### src/rtl/phy_led_pkg.sv
package phy_led_pkg;

  localparam int unsigned NUM_LEDS = 4;
  localparam int unsigned LED_ACT  = 0;
  localparam int unsigned LED_LNK  = 1;
  localparam int unsigned LED_SPD  = 2;
  localparam int unsigned LED_DUP  = 3;

  // clocks in one millisecond, never below one
  function automatic int unsigned ticks_per_ms(input int unsigned hz);
    return (hz / 1000 == 0) ? 1 : hz / 1000;
  endfunction

  // link-test status chosen by the resolved speed
  function automatic logic link_level(input logic fast, input logic ok10,
                                      input logic ok100);
    return fast ? ok100 : ok10;
  endfunction

  // isolation wins over speed and negotiation
  function automatic logic speed_level(input logic fast, input logic neg,
                                       input logic iso);
    return !iso && (fast || neg);
  endfunction

  // strap 1 means active low
  function automatic logic pin_drive(input logic lit, input logic strap);
    return lit ^ strap;
  endfunction

endpackage

### src/rtl/act_stretch.sv
module act_stretch #(
  parameter int unsigned CLK_HZ     = 25_000_000,
  parameter int unsigned STRETCH_MS = 128
) (
  input  logic clk,
  input  logic rst_n,
  input  logic crs,
  output logic act_lvl,
  output logic hold
);
  import phy_led_pkg::*;

  localparam int unsigned TPM   = ticks_per_ms(CLK_HZ);
  localparam int unsigned PRE_W = $clog2(TPM + 1);
  localparam int unsigned MS_W  = $clog2(STRETCH_MS + 1);
  localparam logic [PRE_W-1:0] PRE_LAST = PRE_W'(TPM - 1);
  localparam logic [MS_W-1:0]  MS_LOAD  = MS_W'(STRETCH_MS);

  logic [PRE_W-1:0] pre_q;
  logic [MS_W-1:0]  ms_q;
  logic             ms_tick;

  assign ms_tick = (pre_q == PRE_LAST);
  assign hold    = (ms_q != '0);
  assign act_lvl = crs || hold;

  always_ff @(posedge clk or negedge rst_n) begin
    if (!rst_n) begin
      pre_q <= '0;
      ms_q  <= '0;
    end else if (crs) begin
      pre_q <= '0;
      ms_q  <= MS_LOAD;
    end else if (hold) begin
      if (ms_tick) begin
        pre_q <= '0;
        ms_q  <= ms_q - MS_W'(1);
      end else begin
        pre_q <= pre_q + PRE_W'(1);
      end
    end
  end


  reload_chk: assert property (@(posedge clk) disable iff (!rst_n)
    crs |=> (ms_q == MS_LOAD && pre_q == '0));


  no_underflow_chk: assert property (@(posedge clk) disable iff (!rst_n)
    (ms_q == '0 && !crs) |=> (ms_q == '0));


  hold_set_chk: assert property (@(posedge clk) disable iff (!rst_n)
    crs |=> hold);

endmodule

### src/rtl/led_pins.sv
module led_pins #(
  parameter int unsigned N = 4
) (
  input  logic         clk,
  input  logic         rst_n,
  input  logic [N-1:0] strap_in,
  input  logic [N-1:0] lvl_next,
  output logic [N-1:0] lvl_q,
  output logic [N-1:0] strap_q,
  output logic [N-1:0] led_out
);
  import phy_led_pkg::*;

  for (genvar i = 0; i < N; i++) begin : g_pin
    // strap sampled on every edge while reset is held, frozen after release
    always_ff @(posedge clk) begin
      if (!rst_n) strap_q[i] <= strap_in[i];
    end

    always_ff @(posedge clk or negedge rst_n) begin
      if (!rst_n) lvl_q[i] <= 1'b0;
      else        lvl_q[i] <= lvl_next[i];
    end

    assign led_out[i] = rst_n ? pin_drive(lvl_q[i], strap_q[i]) : strap_in[i];
  end


  strap_hold_chk: assert property (@(posedge clk) disable iff (!rst_n)
    1'b1 |=> $stable(strap_q));


  lvl_follow_chk: assert property (@(posedge clk) disable iff (!rst_n)
    1'b1 |=> (lvl_q == $past(lvl_next)));

endmodule

### src/rtl/phy_led_ctrl.sv
module phy_led_ctrl #(
  parameter int unsigned CLK_HZ     = 25_000_000,
  parameter int unsigned STRETCH_MS = 128
) (
  input  logic       clk,
  input  logic       rst_n,
  input  logic       crs,
  input  logic       link10_ok,
  input  logic       link100_ok,
  input  logic       spd100,
  input  logic       aneg_busy,
  input  logic       isolate,
  input  logic       full_dup,
  input  logic [3:0] strap_in,
  output logic [3:0] led_out
);
  import phy_led_pkg::*;

  logic                act_lvl;
  logic                act_hold;
  logic [NUM_LEDS-1:0] lvl_next;
  logic [NUM_LEDS-1:0] lvl_now;
  logic [NUM_LEDS-1:0] strap_now;

  act_stretch #(
    .CLK_HZ    (CLK_HZ),
    .STRETCH_MS(STRETCH_MS)
  ) i_stretch (
    .clk    (clk),
    .rst_n  (rst_n),
    .crs    (crs),
    .act_lvl(act_lvl),
    .hold   (act_hold)
  );

  always_comb begin
    lvl_next          = '0;
    lvl_next[LED_ACT] = act_lvl;
    lvl_next[LED_LNK] = link_level(spd100, link10_ok, link100_ok);
    lvl_next[LED_SPD] = speed_level(spd100, aneg_busy, isolate);
    lvl_next[LED_DUP] = full_dup;
  end

  led_pins #(.N(NUM_LEDS)) i_pins (
    .clk     (clk),
    .rst_n   (rst_n),
    .strap_in(strap_in),
    .lvl_next(lvl_next),
    .lvl_q   (lvl_now),
    .strap_q (strap_now),
    .led_out (led_out)
  );


  iso_dark_chk: assert property (@(posedge clk) disable iff (!rst_n)
    isolate |=> !lvl_now[LED_SPD]);


  spd_lit_chk: assert property (@(posedge clk) disable iff (!rst_n)
    (!isolate && (spd100 || aneg_busy)) |=> lvl_now[LED_SPD]);


  link_fast_chk: assert property (@(posedge clk) disable iff (!rst_n)
    (spd100 && !link100_ok) |=> !lvl_now[LED_LNK]);


  dup_chk: assert property (@(posedge clk) disable iff (!rst_n)
    1'b1 |=> (lvl_now[LED_DUP] == $past(full_dup)));


  act_lit_chk: assert property (@(posedge clk) disable iff (!rst_n)
    crs |=> lvl_now[LED_ACT]);

endmodule

### config.mk
export PLATFORM = sky130hd
export DESIGN_NAME = phy_led_ctrl
export DESIGN_NICKNAME = d
export VERILOG_FILES = /design/src/rtl/phy_led_pkg.sv /design/src/rtl/act_stretch.sv /design/src/rtl/led_pins.sv /design/src/rtl/phy_led_ctrl.sv
export SDC_FILE = /design/constraint.sdc
export NUM_CORES = 1
export LEC_CHECK = 0
export CELL_PAD_IN_SITES_DETAIL_PLACEMENT = 0
export CELL_PAD_IN_SITES_GLOBAL_PLACEMENT = 1
export CORE_AREA = 2 2 69 71
export CTS_CLUSTER_SIZE = 40
export DETAILED_ROUTE_END_ITERATION = 8
export DIE_AREA = 0 0 71 73
export DONT_BUFFER_PORTS = 1
export GPL_TIMING_DRIVEN = 0
export PLACE_DENSITY_LB_ADDON = 0.3
export SYNTH_ARGS = -nofsm -noshare
export SYNTH_HDL_FRONTEND = slang
export SYNTH_SLANG_ARGS = --single-unit
### constraint.sdc
create_clock -name clk -period 5.3 [get_ports clk]
set_clock_uncertainty 0.2 [all_clocks]
set_input_delay 0 -clock clk [delete_from_list [all_inputs] [get_ports clk]]
set_output_delay 0 -clock clk [all_outputs]
set_load 0.01 [all_outputs]
Word level (Yosys, flattened, before mapping)
Cells that the tools add are included.
{ "word_totals": {"reg_bits": 31, "latchBits": 0, "ram_bits": 0, "rom_bits": 0, "inputBits": 13, "output_inout_bits": 4, "wordCells": 36, "mem_count": 0} }
{ "op_classes": {"add_sub_neg": 2, "n_mul": 0, "div": 0, "magnitude_cmp": 0, "eq_ne": 1, "shifts": 0, "muxes": 11, "n_bitwise": 4, "reduce_logical": 8} }
{ "ops": {"columns": ["operator", "n"], "rows": [
  ["15-bit 2-to-1 mux", 3],
  ["8-bit 2-to-1 mux", 3],
  ["15-bit by 1-bit adder with 15-bit output, second input constant", 1],
  ["15-bit equality test, second input constant", 1],
  ["8-bit nonzero test", 1],
  ["8-bit by 1-bit subtractor with 8-bit output, second input constant", 1],
  ["1-bit 2-to-1 mux", 5],
  ["2-bit nonzero test", 2],
  ["1-bit XOR", 4],
  ["1-bit logical OR", 2],
  ["2-bit AND reduction", 1],
  ["1-bit logical AND", 1],
  ["1-bit logical NOT", 1]
]} }

Depth between registers and ports, before layout
Gate-level depths: netlist of run 1.
{ "logic_depth": {"word_depth": 4, "mapped_depth": 8, "ltp_nobuf": 6} }

Hierarchy
Synthesis of run 1 repeated with hierarchy kept, for this count alone.
{ "hier_totals": {"cells_unflattened": 168, "area_unflattened_um2": 1732.9} }
{ "modules_own_cells": {"columns": ["module", "instances", "cells_each", "area_each_um2", "seq_area_each_um2"], "rows": [
  ["act_stretch", 1, 144, 1377.6, 575.6],
  ["led_pins", 1, 22, 330.3, 220.2],
  ["phy_led_ctrl", 1, 2, 25.0, 0.0]
]} }

Least setup slack after synthesis of run 1
OpenSTA, ideal clock, no wires.
{ "synth_timing": {"path_kind": "register -> register", "start": "register i_stretch.ms_q[0]", "end": "register i_stretch.pre_q[13]", "t_arrival_ns": 1.762, "setup_slack_ns": 3.261, "path_stages_with_launch": 9, "path_buffers": 2, "cell_sequence": "dfrtp_1 inv_1 ha_1 or4b_4 o211ai_2 buf_6 buf_6 o41ai_1 a21oi_1"} }
{ "synth_between": {"elab_chain_cells": 2} }
{ "synth_lines": {"columns": ["item", "line_no", "text"], "rows": [
  ["start, declared", "act_stretch.sv:20", "logic [MS_W-1:0] ms_q;"],
  ["start signal, assigned", "act_stretch.sv:37", "ms_q <= ms_q - MS_W'(1);"],
  ["8-bit nonzero test", "act_stretch.sv:24", "assign hold = (ms_q != '0);"],
  ["2-bit nonzero test (no source line)", null, null],
  ["end signal, assigned", "act_stretch.sv:39", "pre_q <= pre_q + PRE_W'(1);"],
  ["end, declared", "act_stretch.sv:19", "logic [PRE_W-1:0] pre_q;"]
]} }
Every way passes these cells.
A chain may end at the register's enable or synchronous reset.

Worst setup path in the final report of run 1
{ "layout_timing": {"start": "register i_stretch.ms_q[0]", "end": "register i_stretch.pre_q[11]"} }
The elaborated chain is that of the path after synthesis.

==> key figures, run 1 <==
Layout
  • N_diodes: 0
  • Share of cells above drive strength 1: 0.1204
  • Most frequent cells in the layout: dfrtp_1, a21oi_1, or4_1, nor2_1, dlygate4sd3_1
  • Commonest non-fill, non-tap cell in the layout: dfrtp_1
  • Synthesis-to-layout area growth: 17.90%
  • Nets@finish: 206

Synth
  • Asr flop ratio synth: 0.8710
  • Seq cells post-synth: 31
  • Warnings from Yosys: 0
  • Synth cell types: 45
  • Synthesized Nets: 186
  • Syn Std Cell Area: roughly 1700 µm²
  • Sequential element share of the synthesized area: 0.4704
  • Syn avg cell area: ~10 µm²
  • Post-synthesis cell count: 170
  • Predominant post-synthesis flop cell: dfrtp_1
  • EDFF count, synth: 4

Drt
  • Vias: 1412
  • First-pass DRT Iterations: 4
  • Post-DR vias/cell: a little under 6
  • First DRT Iteration DRCs: 52
  • Post-route ant nets: 0
  • DR DRC count: 0
  • Post-Route WL: around 3.8 mm
  • DR WL/cell: around 16 µm

Floorplan
  • Die area: 5183 µm²
  • Initial core utilization: 0.3730
  • Rows: 25
  • Total core area: 4536 µm²
  • Die Y-Extent: roughly 73 µm
  • # IOs: 17
  • Die W: 71 µm

Pwr
  • Power, Total: 467.5 µW
  • Part of the power in registers: 0.537
  • Combinational share of power: 0.074
  • Pwr dens: 234.4 nW/µm²
  • Peak VDD IR: 0.1255 mV
  • Int Pwr: between 300 and 400 µW
  • Sw Pwr: 112.2 µW
  • Pleak: 0.7780 nW
  • Sw frac: 0.2400
  • Clock share of power: 0.389

STA
  • # setup viols final: 0
  • Slew @ Worst Pin: approximately 0.69 ns
  • Hold Fails Final Rpt: 0
  • Fmax: 0.4121 GHz
  • Rel. slew slack: 0.5316
  • Min Tclk post-route: 2.427 ns
  • Max Slew Vio Count: 0
  • Final period util: 0.4579
  • Setup TNS: 0 ns
  • Hold slack: 0.02054 ns
  • Worst setup margin: around 2.9 ns
  • RSZ-0062 raised after global routing: no

CTS
  • CTS tree: yes
  • Post-CTS setup buffer count: 0
  • Max Root-Sink Buffers: 2
  • Clock Sink Count: 31
  • CTS Buf Count: 5
  • Htree depth: 2
  • Clk_lat worst skew: 0.28 ns
  • Clock-pin slew on the worst setup and hold paths: 0.07 ns
  • CTS root buffer: clkbuf_8

GRT
  • Gr ovfl total: 0
  • GRT Resource Usage Total: 0.1622
  • Initial antenna violation count: 0
  • Vias in the first global route: 1435
  • First-pass GRT wire length: roughly 6.5 mm
  • Largest net degree at the start of global routing: 28

Worst setup path
  • Arrival @ worst endpoint: around 2.4 ns
  • Setup crit start: i_stretch.ms_q[0]
  • CP required: around 5.3 ns
  • CP endpoint kind: register
  • CP Class: register to register
  • R2R Setup Slk: 2.87 ns
  • Crit-path max FO: 10
  • Reg2Reg Launch Point: i_stretch.ms_q[0]
  • Startpoint types: register

Run
  • Max cap viols: 0

Placement
  • Port-buffer cells: 0
  • Placer Congestion: 0.7400
  • Final HPWL DP: 2.631 mm
  • Setup WS pre-CTS: between 2 and 3 ns

Worst hold path
  • Hold Crit Start: rst_n
  • Min-delay worst type: input port to register

Run status
  • Status: complete, no violations
-- power by group through the flow --
stage	sequential [mW]	clock, mW	combinational (mW)
2_1_floorplan	0.255	0	0.0166
3_3_place_gp	0.256	0	0.0193
3_5_place_dp	0.256	0	0.0200
4_1_cts	0.251	0.188	0.0351
5_1_grt	0.252	0.201	0.0386
6_report	0.251	0.182	0.0348
-- routing by layer --
| metal | track usage | wire (µm) | vias up |
|---|---|---|---|
| li1 | - | - | 698 |
| met1 | 0.1990 | 1797 | 695 |
| met2 | 0.2721 | 1862 | 15 |
| met3 | 0.04144 | 103 | 4 |
| met4 | 0.06918 | 43 | 0 |
| met5 | 0 | 0 | - |
-- cells by family (layout without fill, tap and decap cells) --
| kind of cell | count (synthesis) | count (layout) | share of synthesized area |
|---|---|---|---|
| XOR/XNOR | 6 | 6 | 0.03106 |
| AND/OR/NAND/NOR | 68 | 68 | 0.2589 |
| adder cells (fa/ha/maj) | 3 | 3 | 0.02219 |
| multiplexers | 1 | 1 | 0.006656 |
| buffers and inverters | 14 | 35 | 0.04215 |
| flip-flops | 31 | 31 | 0.4704 |
| AO/OA/AOI/OAI | 47 | 47 | 0.1686 |
-- sequential cells by signal, summed over array words and instances (netlist names) --
signal and count:
i_pins.strap_q 4, i_pins.lvl_q 4, i_stretch.ms_q 8, i_stretch.pre_q 15
-- cell type report --
cell class	count	area, µm²
clock inverters	2	12.51
inverters	8	30.03
clock buffers	6	72.57
plain buffers	6	41.29
repair buffers	13	150.1
fillers	450	2541
multi-input cells	125	824.5
flip-flops and latches	31	795.8
well taps	54	67.56
-- final timing paths --
kind                                       endpoint  depth (start not counted)
max in group asynchronous           i_pins.lvl_q[2]                          3
worst max-delay path            i_stretch.pre_q[11]                          7
worst min-delay path              i_pins.strap_q[3]                          2
worst max register to register  i_stretch.pre_q[11]                          7
worst min register to register   i_stretch.pre_q[1]                          2
min in group asynchronous       i_stretch.pre_q[14]                          3
-- repair_timing --
item                                    in CTS  in global routing
endpoints found under the setup margin       0                  0
hold buffers                                13                  0
resized for setup                            0                  0
endpoints found under the hold margin       47                  0
-- per-stage QoR --
step / std cells / util / area [µm²]
finish: 245 / 0.4397 / 1994
floorplan: 170 / - / 1692
detailed placement: 224 / 0.3879 / 1759
global route: 245 / 0.4397 / 1994
global placement: 224 / 0.3879 / 1759
CTS: 245 / 0.4397 / 1994
-- synthesized netlist by cell type (4+ instances only) --
master,n,area [µm²]
dfrtp_1,27,675.7
xnor2_1,4,35.03
inv_1,8,30.03
nor2_1,11,41.29
or3_1,4,25.02
edfxtp_1,4,120.1
o21ai_0,8,40.04
o31ai_1,8,60.06
nand4_1,5,31.28
or4_1,12,90.09
nand2_1,6,22.52
a21oi_1,21,105.1
nand3_1,8,40.04
-- critical path, cell delays in order (launching register included) --
cell and delay (ns):
dfrtp_1 0.40, inv_1 0.13, ha_1 0.20, nor4b_1 0.59, and2_1 0.31, o21ai_1 0.14
buf_2 0.22, a21oi_1 0.17
(Power assumes the default switching activity.)
==> run 2, diff against run 1 <==
==> constraint.sdc (replaced) <==
create_clock -name clk -period 2.35 [get_ports clk]
set_clock_uncertainty 0.2 [all_clocks]
set_input_delay 0 -clock clk [delete_from_list [all_inputs] [get_ports clk]]
set_output_delay 0 -clock clk [all_outputs]
set_load 0.01 [all_outputs]
==> run 2 against run 1 <==
- first-iteration DRC count shrank 1.9%
- global-route usage is essentially flat
- clock-buffer cell count is the same
- cell area grew 1.8%
- hold slack gained 0.0042 ns
- fmax grew 7.9%
- power grew 130%
- clock power grew 130%
- largest cell class unchanged
==> key figures, run 2 (same netlist as run 1, synthesis figures left out) <==
Layout
  • Nets@finish: 209 (was 206)
  • Largest register FFs: 15 (unchanged)
  • Most frequent cells in the layout: dfrtp_1, a21oi_1, or4_1, nor2_1, dlygate4sd3_1 (unchanged)
  • Synthesis-to-layout area growth: 19.97% (was 17.90%)
  • Commonest non-fill, non-tap cell in the layout: dfrtp_1 (unchanged)
  • Final core utilization: 0.4474 (was 0.4397)
  • Fillcell total: 446 (was 450)
  • N_diodes: 0 (unchanged)
  • Share of cells above drive strength 1: 0.1495 (was 0.1204)
  • Top reg by flops: i_stretch.pre_q (unchanged)
  • Largest registers: i_stretch.pre_q x15, i_stretch.ms_q x8 (unchanged)

Drt
  • Post-DR vias/cell: 5.782 (was 5.763)
  • Post-route ant nets: 0 (unchanged)
  • Post-Route WL: 3.897 mm (was 3.806 mm)
  • First-pass DRT Iterations: 4 (unchanged)
  • First DRT Iteration DRCs: 51 (was 52)
  • DR DRC count: 0 (unchanged)
  • DR WL/cell: 15.71 µm (was 15.53 µm)
  • Vias: 1434 (was 1412)

Floorplan
  • Total core area: 4536 µm² (unchanged)
  • # IOs: 17 (unchanged)
  • Initial core utilization: 0.3730 (unchanged)
  • Die area: 5183 µm² (unchanged)
  • Die Y-Extent: 73 µm (unchanged)
  • Die W: 71 µm (unchanged)
  • Rows: 25 (unchanged)

Run
  • Max cap viols: 0 (unchanged)

STA
  • RSZ-0062 raised after global routing: no (unchanged)
  • # setup viols final: 0 (unchanged)
  • Worst setup margin: 0.1002 ns (was 2.873 ns)
  • Rel. slew slack: 0.6566 (was 0.5316)
  • Slew @ Worst Pin: 0.5112 ns (was 0.6929 ns)
  • Max Slew Vio Count: 0 (unchanged)
  • Hold Fails Final Rpt: 0 (unchanged)
  • Final period util: 0.9573 (was 0.4579)
  • Fmax: 0.4445 GHz (was 0.4121 GHz)
  • Min Tclk post-route: 2.250 ns (was 2.427 ns)

GRT
  • Vias in the first global route: 1435 (unchanged)
  • Gr ovfl total: 0 (unchanged)
  • Initial antenna violation count: 0 (unchanged)
  • First-pass GRT wire length: 6.527 mm (was 6.534 mm)
  • GRT Resource Usage Total: 0.1619 (was 0.1622)
  • Largest net degree at the start of global routing: 28 (unchanged)

CTS
  • CTS root buffer: clkbuf_8 (unchanged)
  • Clock Sink Count: 31 (unchanged)
  • CTS Buf Count: 5 (unchanged)
  • Max Root-Sink Buffers: 2 (unchanged)
  • Htree depth: 2 (unchanged)
  • Clock-pin slew on the worst setup and hold paths: 0.07 ns (about the same)
  • CTS tree: yes (unchanged)
  • Clk_lat worst skew: 0.29 ns (was 0.28 ns)

Run status
  • Status: complete, no violations (unchanged)

Worst setup path
  • Crit-path max FO: 10 (unchanged)
  • CP endpoint kind: register (unchanged)
  • Startpoint types: register (unchanged)
  • CP required: 2.36 ns (was 5.30 ns)
  • Arrival @ worst endpoint: 2.26 ns (was 2.43 ns)
  • CP Class: register to register (unchanged)
  • R2R Setup Slk: 0.10 ns (was 2.87 ns)

Worst hold path
  • Min-delay worst type: input port to register (unchanged)

Placement
  • Setup WS pre-CTS: -0.05405 ns (was 2.896 ns)
  • Port-buffer cells: 0 (unchanged)
  • Final HPWL DP: 2.631 mm (unchanged)
  • Placer Congestion: 0.7400 (unchanged)

Pwr
  • Pwr dens: 519.9 nW/µm² (was 234.4 nW/µm²)
  • Pleak: 0.7876 nW (was 0.7780 nW)
  • Peak VDD IR: 0.2818 mV (was 0.1255 mV)
[run 2: worst max-delay path, cell delays in order, from the launching register on]
cell      delay (ns)
dfrtp_1         0.41
inv_2           0.10
ha_1            0.18
or4b_4          0.52
o211ai_4        0.22
buf_6           0.15
buf_6           0.14
o31ai_1         0.08
a21oi_1         0.18
[run 2: stage by stage]
step / hold WS (ns) / setup TNS [ns] / total power, mW / cell area [µm²] / std cells
3_5_place_dp: -0.4948 / -0.1386 / 0.6219 / 1759 / 224
5_1_grt: 0.05988 / 0 / 1.109 / 2029 / 248
6_report: 0.02470 / 0 / 1.055 / 2029 / 248
3_3_place_gp: -0.4950 / -0.04304 / 0.6199 / 1759 / 224
2_1_floorplan: -0.4956 / 0 / 0.6121 / 1692 / 170
4_1_cts: 0.02565 / 0 / 1.070 / 2001 / 245
[run 2: report_power, final]
part	total (mW)	internal (mW)	leakage [nW]	switching, mW
logic	0.0786	0.0376	0.349	0.0410
clock network	0.410	0.207	0.0412	0.204
registers	0.566	0.557	0.397	0.00916
[run 2: metal layers]
layer | up-vias | track usage | wire [µm]
met4 | 0 | 0.06918 | 57
li1 | 702 | - | -
met3 | 5 | 0.04144 | 148
met1 | 706 | 0.1981 | 1773
met5 | - | 0 | 0
met2 | 21 | 0.2721 | 1917
[run 2: path summary, 6_finish.rpt]
| check | startpoint | to | cells past startpoint |
|---|---|---|---|
| min | rst_n | i_pins.strap_q[3] | 2 |
| max in group asynchronous | rst_n | i_stretch.ms_q[1] | 3 |
| min in group asynchronous | rst_n | i_stretch.pre_q[14] | 3 |
| max reg2reg | i_stretch.ms_q[0] | i_stretch.pre_q[11] | 8 |
| min reg2reg | i_stretch.pre_q[1] | i_stretch.pre_q[1] | 2 |
| max | i_stretch.ms_q[0] | i_stretch.pre_q[11] | 8 |
[run 2: layout make-up]
| cell class | count | area [µm²] | area share |
|---|---|---|---|
| clock inverters | 2 | 12.51 | 0.006165 |
| multi-input cells | 125 | 839.6 | 0.4137 |
| clock buffers | 6 | 72.57 | 0.03576 |
| flip-flops and latches | 31 | 795.8 | 0.3921 |
| well taps | 54 | 67.56 | 0.03329 |
| plain buffers | 6 | 41.29 | 0.02035 |
| repair buffers | 16 | 170.2 | 0.08385 |
| inverters | 8 | 30.03 | 0.01480 |
[run 2: what timing repair did]
item / CTS / global route
endpoints found under the hold margin: 47 / 0
setup endpoints to repair: 10 / 7
hold buffers: 13 / 0
buffers inserted: 0 / 2
pin swaps: 0 / 2
gates cloned: 0 / 1
resized for setup: 1 / 3
